$ cat src/rtl/dual_timer.sv
module dual_timer #(
  parameter int PRE_BITS = 5
) (
  input  logic       clk,
  input  logic       rst_n,
  input  logic       wr_en,
  input  logic [2:0] addr,
  input  logic [7:0] wdata,
  output logic [7:0] rdata,
  input  logic [1:0] ext_in
);
  localparam logic [7:0] LO_MASK = 8'((1 << PRE_BITS) - 1);

  logic [7:0] t0_lo, t0_hi, t1_lo, t1_hi, mode_q;
  logic [1:0] run, flag;
  logic [1:0] sa, sb, sc;

  function automatic logic [16:0] step(input logic [1:0] m, input logic [7:0] lo, input logic [7:0] hi);
    logic [16:0] r;
    r = {1'b0, hi, lo};
    case (m)
      2'd0: if ((lo & LO_MASK) == LO_MASK) begin
              r[16:8] = {1'b0, hi} + 9'd1;
              r[7:0]  = lo & ~LO_MASK;
            end else r[7:0] = lo + 8'd1;
      2'd1: r = {1'b0, hi, lo} + 17'd1;
      2'd2: if (&lo) r = {1'b1, hi, hi};
            else r[7:0] = lo + 8'd1;
      default: begin
        r[16]  = &lo;
        r[7:0] = lo + 8'd1;
      end
    endcase
    return r;
  endfunction

  wire [1:0]  fall  = sc & ~sb;
  wire        split = (mode_q[1:0] == 2'd3);
  wire        tick0 = mode_q[2] ? fall[0] : 1'b1;
  wire        tick1 = mode_q[6] ? fall[1] : 1'b1;
  wire        en0   = run[0] & tick0;
  wire        en0h  = split & run[1];
  wire        en1   = run[1] & tick1 & ~split & (mode_q[5:4] != 2'd3);
  wire [16:0] s0    = step(mode_q[1:0], t0_lo, t0_hi);
  wire [16:0] s1    = step(mode_q[5:4], t1_lo, t1_hi);
  wire [8:0]  hi3   = {1'b0, t0_hi} + 9'd1;

  always_ff @(posedge clk or negedge rst_n) begin
    if (!rst_n) begin
      t0_lo <= '0; t0_hi <= '0; t1_lo <= '0; t1_hi <= '0;
      mode_q <= '0; run <= '0; flag <= '0;
      sa <= '0; sb <= '0; sc <= '0;
    end else begin
      sa <= ext_in; sb <= sa; sc <= sb;
      if (en0) begin
        t0_lo <= s0[7:0];
        if (!split) t0_hi <= s0[15:8];
        if (s0[16]) flag[0] <= 1'b1;
      end
      if (en0h) begin
        t0_hi <= hi3[7:0];
        if (hi3[8]) flag[1] <= 1'b1;
      end
      if (en1) begin
        t1_lo <= s1[7:0];
        t1_hi <= s1[15:8];
        if (s1[16]) flag[1] <= 1'b1;
      end
      if (wr_en) begin
        case (addr)
          3'd0: begin
            run  <= {wdata[6], wdata[4]};
            flag <= {wdata[7], wdata[5]};
          end
          3'd1: mode_q <= wdata;
          3'd2: t0_lo <= wdata;
          3'd3: t0_hi <= wdata;
          3'd4: t1_lo <= wdata;
          3'd5: t1_hi <= wdata;
          default: ;
        endcase
      end
    end
  end

  always_comb begin
    case (addr)
      3'd0: rdata = {flag[1], run[1], flag[0], run[0], 4'b0000};
      3'd1: rdata = mode_q;
      3'd2: rdata = t0_lo;
      3'd3: rdata = t0_hi;
      3'd4: rdata = t1_lo;
      3'd5: rdata = t1_hi;
      default: rdata = 8'h00;
    endcase
  end
endmodule

$ cat config.mk
export PLATFORM = sky130hd
export DESIGN_NAME = dual_timer
export DESIGN_NICKNAME = d
export VERILOG_FILES = /design/src/rtl/dual_timer.sv
export SDC_FILE = /design/constraint.sdc
export NUM_CORES = 1
export LEC_CHECK = 0
export ABC_AREA = 1
export ABC_CLOCK_PERIOD_IN_PS = 2080
export BUFFER_PORTS_ARGS = -buffer_cell sky130_fd_sc_hd__buf_2
export CORE_MARGIN = 3
export CORE_UTILIZATION = 30
export CTS_CLUSTER_DIAMETER = 30
export DETAILED_ROUTE_END_ITERATION = 8
export PLACE_DENSITY = 0.54
export SYNTH_ARGS = -nofsm -noshare
export SYNTH_HDL_FRONTEND = slang
export SYNTH_SLANG_ARGS = --single-unit
$ cat constraint.sdc
create_clock -name clk -period 2.08 [get_ports clk]
set_input_delay 0.104 -clock clk [delete_from_list [all_inputs] [get_ports clk]]
set_output_delay 0.104 -clock clk [all_outputs]
set_load 0.005 [all_outputs]
==> results of run 1 <==
## worst max path at each step
stage	start	endpoint	cells after the start	slack [ps]
floorplan	t1_lo[1]	t1_hi[7]	12	200
global placement	t1_lo[0]	t1_lo[7]	13	130
detailed placement	t1_lo[0]	t1_lo[7]	13	70
CTS	t1_lo[0]	t1_lo[7]	13	40
global route	t1_lo[0]	t1_hi[7]	12	0.7
finish	t1_lo[0]	t1_lo[3]	10	180
## synthesized netlist by cell type, types with 2 or more instances
master    number
mux2_1         2
o22ai_1        9
nand2_1      175
a221oi_1       2
ha_1           5
buf_2          8
nor2_1        71
clkinv_1       2
or2_2          3
o21ai_0       21
a31oi_1        2
a22oi_1        7
nor3_1         6
o21ai_1       22
inv_1         72
dfrtp_1       50
a21oi_1       68
nor2_4         9
o221ai_1       2
nand2_2        2
clkbuf_1       2
nand2_4        2
nor2_2         7
o211ai_2       4
nand4_1        8
inv_2         14
xor2_1         2
o211ai_1       5
nand3_1       60
nor3_4         3
## state kept, by name (all words and copies together), names as in the netlist
signal  cells
flag        2
run         2
mode_q      8
t0_hi       8
t1_lo       8
t1_hi       8
t0_lo       8
sc          2
sa          2
sb          2
## final cells by class
class	instances	area [um2]	share of cell area [%]
clock buffers	5	125	2.58
clock inverters	3	68.8	1.42
inverters	88	330	6.81
multi-input cells	505	2560	52.7
flip-flops and latches	50	1250	25.8
well taps	176	220	4.54
repair buffers	46	295	6.09
## critical path: stages, from the launching register on
cell and delay, ps:
dfrtp_1 400, ha_2 200, nand2_1 110, nor2_4 130
buf_4 160, nand2_2 70, nor2_4 170, nand3_1 190
o21ai_1 200, nand2_1 70, a21oi_1 140
## power groups by stage
stage	sequential (W)	combinational [W]	clock, W
final	0.00177	0.00275	0.00110
after global routing	0.00181	0.00307	0.00116
after CTS	0.00175	0.00269	0.00112
after detailed placement	0.00176	0.00268	0
after global placement	0.00176	0.00268	0
after floorplan	0.00159	0.00189	0
## per-stage QoR
step / util (%) / instance area [um2] / worst slack, ps / power (W) / hold slack (ps)
3_5_place_dp: 34.3 / 4600 / 65.7 / 0.00444 / 214
5_1_grt: 36.2 / 4850 / 0.698 / 0.00604 / 126
6_report: 36.2 / 4850 / 176 / 0.00563 / 108
2_1_floorplan: - / 4170 / 198 / 0.00348 / -192
3_3_place_gp: 34.3 / 4600 / 134 / 0.00444 / 221
4_1_cts: 36.0 / 4820 / 39.8 / 0.00556 / 117
## repair_timing
action	CTS	global route
resized for setup	0	7
endpoints found under the setup margin	0	8
setup buffers	0	0
hold buffers	3	0
hold endpoints to repair	52	0
## per-layer routing
layer / vias up / share of wire (%)
met3: 17 / 7.0
li1: 2242 / -
met5: - / 0
met1: 2161 / 47
met2: 175 / 44
met4: 0 / 1.7
## kinds of logic (layout without fill, tap and decap cells)
logic type,after synthesis,in the layout,synth area share [%]
buffers and inverters,99,142,9.25
adders and majority gates,5,5,1.50
DFF,50,50,30.0
and+or+nand+nor,349,349,37.9
xor gates and xnor gates,2,2,0.420
muxes,2,2,0.541
AOI/OAI and AO/OA,147,147,20.4
==> results.sh, run 1 <==
export IMPL_diodes=0
export IMPL_grt_total_usage_pct=19.4
export IMPL_gr_total_overflow=0
export IMPL_p_switching_w=0.00265
export IMPL_hold_path_end="t0_hi[4]"
export IMPL_crit_path_end_kind="flop"
export IMPL_yosys_area_top_type_share_pct=30.0
export IMPL_clock_path_buffers=2
export IMPL_grt_pass1_wl_um=22900
export IMPL_netlist_instances=654
export IMPL_grt_util_met3_pct=2.54
export IMPL_htree_levels=2
export IMPL_ioPinCount=24
export IMPL_fp_row_count=42
export IMPL_port_buffers=23
export IMPL_setup_viol=0
export IMPL_hold_violations=0
export IMPL_clock_tree_root_cell="clkbuf_16"
export IMPL_layoutNonFillerInstCount=873
export IMPL_p_comb_share_pct=49.0
export IMPL_max_cap_violations=0
export IMPL_grt_setup_unrepaired="no"
export IMPL_synth_cell_types=39
export IMPL_grtUsageMet2_pct=29.3
export IMPL_totalWireLength_um=14800
export IMPL_yosys_area_top_type="dfrtp_1"
export IMPL_final_cell_mix="nand2_1 (175), inv_1 (72), nor2_1 (68), a21oi_1 (68), nand3_1 (59)"
export IMPL_grt_pass1_vias=4203
export IMPL_hp_class="in -> reg"
export IMPL_insertion_delay_ps=300
export IMPL_tightest_slew_ps=706
export IMPL_ys_warn_count=0
export IMPL_r2r_slack_ps=180
export IMPL_dieHeight_um=124
export IMPL_min_from="wdata[4]"
export IMPL_synth_ff_type="dfrtp_1"
export IMPL_synth_avg_cell_area_um2=6.37
export IMPL_sequentialPowerShare_pct=31.5
export IMPL_vdd_ir_drop_worst_v=0.000351
export IMPL_path_clk_slew_ps=70
export IMPL_reg2reg_to="t1_lo[3]"
export IMPL_antenna_found_initial=0
export IMPL_place_inst=862
export IMPL_max_freq_mhz=525
export IMPL_cts_tree="done"
export IMPL_initialDrtViolationCount=511
export IMPL_first_pass_iters=6
export IMPL_ant_nets=0
export IMPL_nets=717
export IMPL_numCtsBuffers=5
export IMPL_p_per_area_mw_per_mm2=1160
export IMPL_synth_cell_area_mm2=0.00417
export IMPL_wl_per_cell_um=16.9
export IMPL_p_leak_nw=2.30
export IMPL_dieArea_mm2=0.0153
export IMPL_p_clk_share_pct=19.5
export IMPL_die_x_um=124
export IMPL_worstPathArrival_ps=2130
export IMPL_fin_skew_ps=2.48
export IMPL_swShare_pct=47.1
export IMPL_hold_depth=3
export IMPL_reg2reg_depth=10
export IMPL_post_route_min_period_ps=1900
export IMPL_synth_async_reset_ratio_pct=100
export IMPL_ys_seq_area_share_pct=30.0
export IMPL_areaGrowthSynthToFinish_pct=16.4
export IMPL_drive_gt1_share_pct=15.1
export IMPL_syn_nets=675
export IMPL_route_detailed_drc=0
export IMPL_grt_util_met1_pct=29.0
export IMPL_finalSetupTns_ps=0
export IMPL_critical_path_required_ps=2300
export IMPL_drv_slew=0
export IMPL_initial_core_util_pct=31.1
export IMPL_top_usage_layer="met2"
export IMPL_timing_rr_start="t1_lo[0]"
export IMPL_n_fill_cell=1451
export IMPL_num_vias=4595
export IMPL_layout_commonest_cell="nand2_1"
export IMPL_ys_ff_latch=50
export IMPL_dp_hpwl_um=11300
export IMPL_core_area_mm2=0.0134
export IMPL_slew_headroom_pct=52.9
export IMPL_status="complete, no violations"
export IMPL_place_congestion=1.01
export IMPL_grt_max_degree=51
export IMPL_min_period_over_period_pct=91.5
export IMPL_cts_sink_count=50
export IMPL_start_kind="flop"
export IMPL_criticalPathCategory="reg -> reg"
export IMPL_synth_edf_count=0
export IMPL_post_synth_main_area_contributors="dfrtp_1 (30%), nand2_1 (16%), a21oi_1 (8.2%), nand3_1 (7.2%), inv_1 (6.5%)"
export IMPL_via_per_inst=5.26
export IMPL_path_max_fanout=6
export IMPL_p_int_w=0.00298
Note: power is estimated with default switching activity, not from simulation.
==> run 2: changes to the inputs <==
--- a/config.mk
+++ b/config.mk
@@ -9,10 +9,12 @@
 export ABC_CLOCK_PERIOD_IN_PS = 2080
 export BUFFER_PORTS_ARGS = -buffer_cell sky130_fd_sc_hd__buf_2
 export CORE_MARGIN = 3
-export CORE_UTILIZATION = 30
+export CORE_UTILIZATION = 50
 export CTS_CLUSTER_DIAMETER = 30
 export DETAILED_ROUTE_END_ITERATION = 8
-export PLACE_DENSITY = 0.54
+export PLACE_DENSITY = 0.76
+export SETUP_SLACK_MARGIN = 0.2
 export SYNTH_ARGS = -nofsm -noshare
 export SYNTH_HDL_FRONTEND = slang
 export SYNTH_SLANG_ARGS = --single-unit
+export TNS_END_PERCENT = 1
==> results.sh, run 2 (synthesis gave the netlist of run 1 again) <==
export IMPL_status="complete, no violations"
export IMPL_areaGrowthSynthToFinish_pct=16.5
export IMPL_slew_headroom_pct=61.6
export IMPL_critical_path_required_ps=2280
export IMPL_p_switching_w=0.00270
export IMPL_num_vias=4768
export IMPL_clock_tree_root_cell="clkbuf_8"
export IMPL_route_detailed_drc=0
export IMPL_setup_ws_ps=248
export IMPL_insertion_delay_ps=310
export IMPL_place_congestion=1.03
export IMPL_path_clk_slew_ps=100
export IMPL_ioPinCount=24
export IMPL_n_fill_cell=748
export IMPL_finalSetupTns_ps=0
export IMPL_numCtsBuffers=5
export IMPL_port_buffers=23
export IMPL_placed_area_mm2=0.00448
export IMPL_wl_per_cell_um=18.1
export IMPL_nets=730
export IMPL_place_ws_ps=80.6
export IMPL_final_cell_mix="nand2_1 (171), inv_1 (70), a21oi_1 (66)"
export IMPL_die_x_um=97.3
export IMPL_initial_core_util_pct=52.8
export IMPL_first_pass_iters=5
export IMPL_fin_skew_ps=11.6
export IMPL_core_area_mm2=0.00789
export IMPL_grtUsageMet2_pct=43.0
export IMPL_max_cap_violations=0
export IMPL_worstPathArrival_ps=2030
export IMPL_vdd_ir_drop_worst_v=0.000587
export IMPL_p_leak_nw=2.36
export IMPL_p_per_area_mw_per_mm2=1120
export IMPL_htree_levels=2
export IMPL_diodes=0
export IMPL_sequentialPowerShare_pct=32.8
export IMPL_drv_slew=0
export IMPL_layout_commonest_cell="nand2_1"
export IMPL_grt_total_usage_pct=29.8
export IMPL_grt_setup_unrepaired="yes"
export IMPL_dieHeight_um=97.3
export IMPL_grt_max_degree=23
export IMPL_initialDrtViolationCount=575
export IMPL_post_route_min_period_ps=1830
export IMPL_drive_gt1_share_pct=18.9
export IMPL_cts_tree="done"
export IMPL_dieArea_mm2=0.00946
export IMPL_p_int_w=0.00273
export IMPL_cts_sink_count=50
export IMPL_min_period_over_period_pct=88.1
export IMPL_grt_util_met1_pct=44.5
export IMPL_grt_pass1_wl_um=22700
export IMPL_criticalPathCategory="reg -> reg"
export IMPL_top_usage_layer="met1"
export IMPL_fp_row_count=32
export IMPL_path_max_fanout=8
export IMPL_grt_pass1_vias=4250
export IMPL_gr_total_overflow=0
export IMPL_p_clk_share_pct=12.5
export IMPL_final_util_pct=61.5
export IMPL_setup_viol=0
export IMPL_totalWireLength_um=14700
export IMPL_hp_class="in -> reg"
export IMPL_finalInstanceArea_mm2=0.00485
export IMPL_crit_path_end_kind="flop"
export IMPL_p_comb_share_pct=54.7
export IMPL_grt_util_met3_pct=6.39
export IMPL_hold_violations=0
export IMPL_max_freq_mhz=546
export IMPL_start_kind="flop"
export IMPL_ant_nets=0
export IMPL_swShare_pct=49.7
export IMPL_clock_path_buffers=2
export IMPL_dp_hpwl_um=10900
export IMPL_via_per_inst=5.87
export IMPL_tightest_slew_ps=575
export IMPL_antenna_found_initial=0
## run 2: routing by layer
metal | vias up | wire [um]
met5 | - | 0
met4 | 0 | 480
met3 | 40 | 1600
met2 | 270 | 6200
met1 | 2182 | 6450
li1 | 2276 | -
## run 2: worst paths after layout
check,startpoint,endpoint,slack (ps),cells past startpoint
worst max-delay path,t0_lo[0],t0_hi[6],250,10
worst min register to register,sa[1],sb[1],360,0
max in group asynchronous,rst_n,sc[0],1110,3
worst min-delay path,wdata[4],t0_hi[4],100,3
worst max register to register,t0_lo[0],t0_hi[6],250,10
min in group asynchronous,rst_n,t1_lo[3],310,2
## run 2: area by class of cell
cell class / count / area, um2 / area share [%]
clock buffers: 8 / 110 / 2.27
inverters: 88 / 330 / 6.81
multi-input cells: 505 / 2640 / 54.4
flip-flops and latches: 50 / 1250 / 25.8
well taps: 102 / 128 / 2.63
repair buffers: 59 / 393 / 8.10
## run 2: critical path, cell delays in order, from the launching register on
cell and delay [ps]:
dfrtp_1 430, ha_4 170, nand2_2 100, nor2_4 220, inv_2 130, nor2_1 200, nand3_1 90, nand3_1 110
nand3_1 70, a21oi_1 150, nor2_1 50
## run 2: repair_timing
item,in CTS,in global routing
gates cloned,0,0
resized for setup,3,28
endpoints found under the setup margin,16,30
buffers inserted,4,12
hold buffers,3,0
pin swaps,1,15
endpoints found under the hold margin,22,0
## run 2: power groups by stage
stage	clock network [W]	logic (W)	registers [W]
after global routing	0.000731	0.00324	0.00181
after global placement	0	0.00261	0.00176
after CTS	0.000699	0.00267	0.00174
after floorplan	0	0.00189	0.00159
final	0.000680	0.00297	0.00178
after detailed placement	0	0.00263	0.00176
## run 2: metrics by stage
step	hold slack, ps	std cells	power [W]
finish	99.7	812	0.00543
global route	120	812	0.00579
CTS	97.0	800	0.00511
detailed placement	122	785	0.00439
global placement	122	785	0.00437
floorplan	-192	654	0.00348
==> run 3: changes to the inputs <==
--- a/config.mk
+++ b/config.mk
@@ -5,14 +5,14 @@
 export SDC_FILE = /design/constraint.sdc
 export NUM_CORES = 1
 export LEC_CHECK = 0
-export ABC_AREA = 1
+export ABC_AREA = 0
 export ABC_CLOCK_PERIOD_IN_PS = 2080
 export BUFFER_PORTS_ARGS = -buffer_cell sky130_fd_sc_hd__buf_2
 export CORE_MARGIN = 3
 export CORE_UTILIZATION = 50
 export CTS_CLUSTER_DIAMETER = 30
 export DETAILED_ROUTE_END_ITERATION = 8
-export PLACE_DENSITY = 0.76
+export PLACE_DENSITY = 0.77
 export SETUP_SLACK_MARGIN = 0.2
 export SYNTH_ARGS = -nofsm -noshare
 export SYNTH_HDL_FRONTEND = slang
==> results.sh, run 3 <==
export IMPL_status="complete, no violations"
export IMPL_max_freq_mhz=515
export IMPL_synth_commonest_cells="dfrtp_1 (50), nand2_1 (42), nor2_1 (30)"
export IMPL_fin_skew_ps=11.0
export IMPL_synth_ff_type="dfrtp_1"
export IMPL_core_area_mm2=0.00691
export IMPL_p_per_area_mw_per_mm2=1030
export IMPL_place_congestion=0.981
export IMPL_areaGrowthSynthToFinish_pct=15.1
export IMPL_die_x_um=91.1
export IMPL_cts_sink_count=50
export IMPL_layout_commonest_cell="dfrtp_1"
export IMPL_cts_tree="done"
export IMPL_finalSetupTns_ps=0
export IMPL_min_from="wdata[1]"
export IMPL_numCtsBuffers=5
export IMPL_synth_async_reset_ratio_pct=100
export IMPL_sequentialPowerShare_pct=39.8
export IMPL_ant_nets=0
export IMPL_gr_total_overflow=0
export IMPL_grt_total_usage_pct=27.9
export IMPL_post_route_min_period_ps=1940
export IMPL_start_kind="flop"
export IMPL_hold_path_end="mode_q[1]"
export IMPL_r2r_slack_ps=140
export IMPL_yosys_area_top_type="dfrtp_1"
export IMPL_grt_max_degree=28
export IMPL_p_switching_w=0.00187
export IMPL_vdd_ir_drop_worst_v=0.000600
export IMPL_route_detailed_drc=0
export IMPL_insertion_delay_ps=320
export IMPL_drv_slew=0
export IMPL_clock_tree_root_cell="clkbuf_8"
export IMPL_dp_hpwl_um=8480
export IMPL_wl_per_cell_um=20.5
export IMPL_hold_depth=3
export IMPL_hold_violations=0
export IMPL_swShare_pct=43.5
export IMPL_crit_path_end_kind="flop"
export IMPL_path_max_fanout=7
export IMPL_ys_ff_latch=50
export IMPL_totalWireLength_um=11500
export IMPL_synth_cell_types=65
export IMPL_first_pass_iters=8
export IMPL_fp_row_count=30
export IMPL_ys_seq_area_share_pct=34.5
export IMPL_synth_avg_cell_area_um2=8.52
export IMPL_initialDrtViolationCount=351
export IMPL_layoutNonFillerInstCount=560
export IMPL_dieArea_mm2=0.00830
export IMPL_grt_pass1_vias=3538
export IMPL_initial_core_util_pct=52.4
export IMPL_yosys_area_top_type_share_pct=34.5
export IMPL_post_synth_main_area_contributors="dfrtp_1 (35%), nand2_1 (4.4%), mux2_2 (3.7%), nor2_1 (3.1%), a21oi_1 (3.0%)"
export IMPL_diodes=0
export IMPL_p_int_w=0.00243
export IMPL_yosysMostFrequentCell="dfrtp_1"
export IMPL_synth_cell_area_mm2=0.00362
export IMPL_clock_path_buffers=2
export IMPL_p_clk_share_pct=14.2
export IMPL_timing_rr_start="t1_lo[1]"
export IMPL_min_period_over_period_pct=93.3
export IMPL_final_cell_mix="dfrtp_1 (50), nand2_1 (42), buf_4 (32)"
export IMPL_nets=484
export IMPL_synth_edf_count=0
export IMPL_place_inst=547
export IMPL_htree_levels=2
export IMPL_via_per_inst=6.75
export IMPL_reg2reg_depth=9
export IMPL_port_buffers=23
export IMPL_ys_warn_count=0
export IMPL_worstPathArrival_ps=2190
export IMPL_grt_pass1_wl_um=18300
export IMPL_num_vias=3781
export IMPL_setup_viol=0
export IMPL_reg2reg_to="flag[1]"
export IMPL_critical_path_required_ps=2330
export IMPL_dieHeight_um=91.1
export IMPL_drive_gt1_share_pct=19.8
export IMPL_p_leak_nw=1.67
export IMPL_netlist_instances=425
export IMPL_n_fill_cell=673
export IMPL_syn_nets=446
export IMPL_slew_headroom_pct=57.0
export IMPL_p_comb_share_pct=45.9
export IMPL_max_cap_violations=0
export IMPL_path_clk_slew_ps=100
export IMPL_hp_class="in -> reg"
export IMPL_ioPinCount=24
export IMPL_tightest_slew_ps=645
export IMPL_criticalPathCategory="reg -> reg"
export IMPL_antenna_found_initial=0
export IMPL_grt_setup_unrepaired="yes"
run 3: how the worst max path moves through the flow:
stage | depth (start not counted) | end | slack [ps] | start
2_1_floorplan | 9 | t1_lo[7] | 160 | t1_lo[0]
3_3_place_gp | 8 | t1_hi[4] | 160 | t1_lo[1]
3_5_place_dp | 8 | t1_hi[4] | 90 | t1_lo[1]
4_1_cts | 7 | t0_lo[1] | 170 | t0_lo[1]
5_1_grt | 9 | flag[1] | 40 | t1_lo[1]
6_report | 9 | flag[1] | 140 | t1_lo[1]
run 3: logic make-up (layout without fill, tap and decap cells):
kind of cell	count (synthesis)	count (layout)	share of synthesized area [%]
mux	21	21	6.29
buf+inv	39	78	4.56
fa+ha+maj	5	5	1.73
compound gates	142	142	27.0
flops	50	50	34.5
xor+xnor	12	12	2.90
simple gates	156	156	22.9
run 3: metrics by stage:
step	utilization, %	total power, W	hold slack [ps]	cell area [um2]	setup slack [ps]
floorplan	-	0.00289	-192	3680	157
global placement	58.1	0.00356	156	4020	160
detailed placement	58.1	0.00360	161	4020	86.0
CTS	60.1	0.00424	34.4	4150	167
global route	60.4	0.00457	53.7	4170	37.5
finish	60.4	0.00431	32.0	4170	139
run 3: timing repair:
action,in CTS,in global routing
gates cloned,0,0
gates resized for setup,1,3
endpoints found under the setup margin,13,19
endpoints found under the hold margin,27,0
setup buffers,1,1
hold buffers,3,0
pin swaps,0,0
run 3: final cells by class:
class	count	area, um2	share of cell area [%]
multi-input cells	336	2280	54.6
flip-flops and latches	50	1250	30.0
repair buffers	58	385	9.24
well taps	96	120	2.88
clock buffers	7	86.3	2.07
inverters	12	45.0	1.08
clock inverters	1	5.00	0.120
run 3: worst max-delay path, stage by stage (launching register included):
cell and delay [ps]:
dfrtp_1 380, ha_2 190, and3_4 240, ha_4 160, nor3b_4 270, buf_4 190, nand3_1 60, o21ai_1 130
a21oi_1 100, o21ai_1 140
run 3: power groups by stage:
| stage | combinational, W | clock (W) | sequential (W) |
|---|---|---|---|
| after global placement | 0.00187 | 0 | 0.00169 |
| after CTS | 0.00194 | 0.000618 | 0.00168 |
| final | 0.00198 | 0.000613 | 0.00171 |
| after global routing | 0.00217 | 0.000658 | 0.00175 |
| after floorplan | 0.00131 | 0 | 0.00159 |
| after detailed placement | 0.00190 | 0 | 0.00171 |
run 3: metal layers:
| layer | routed length (um) | track usage (%) |
|---|---|---|
| met5 | 0 | 0 |
| met4 | 478 | 13.8 |
| met3 | 850 | 3.31 |
| met2 | 5430 | 46.0 |
| met1 | 4700 | 36.2 |
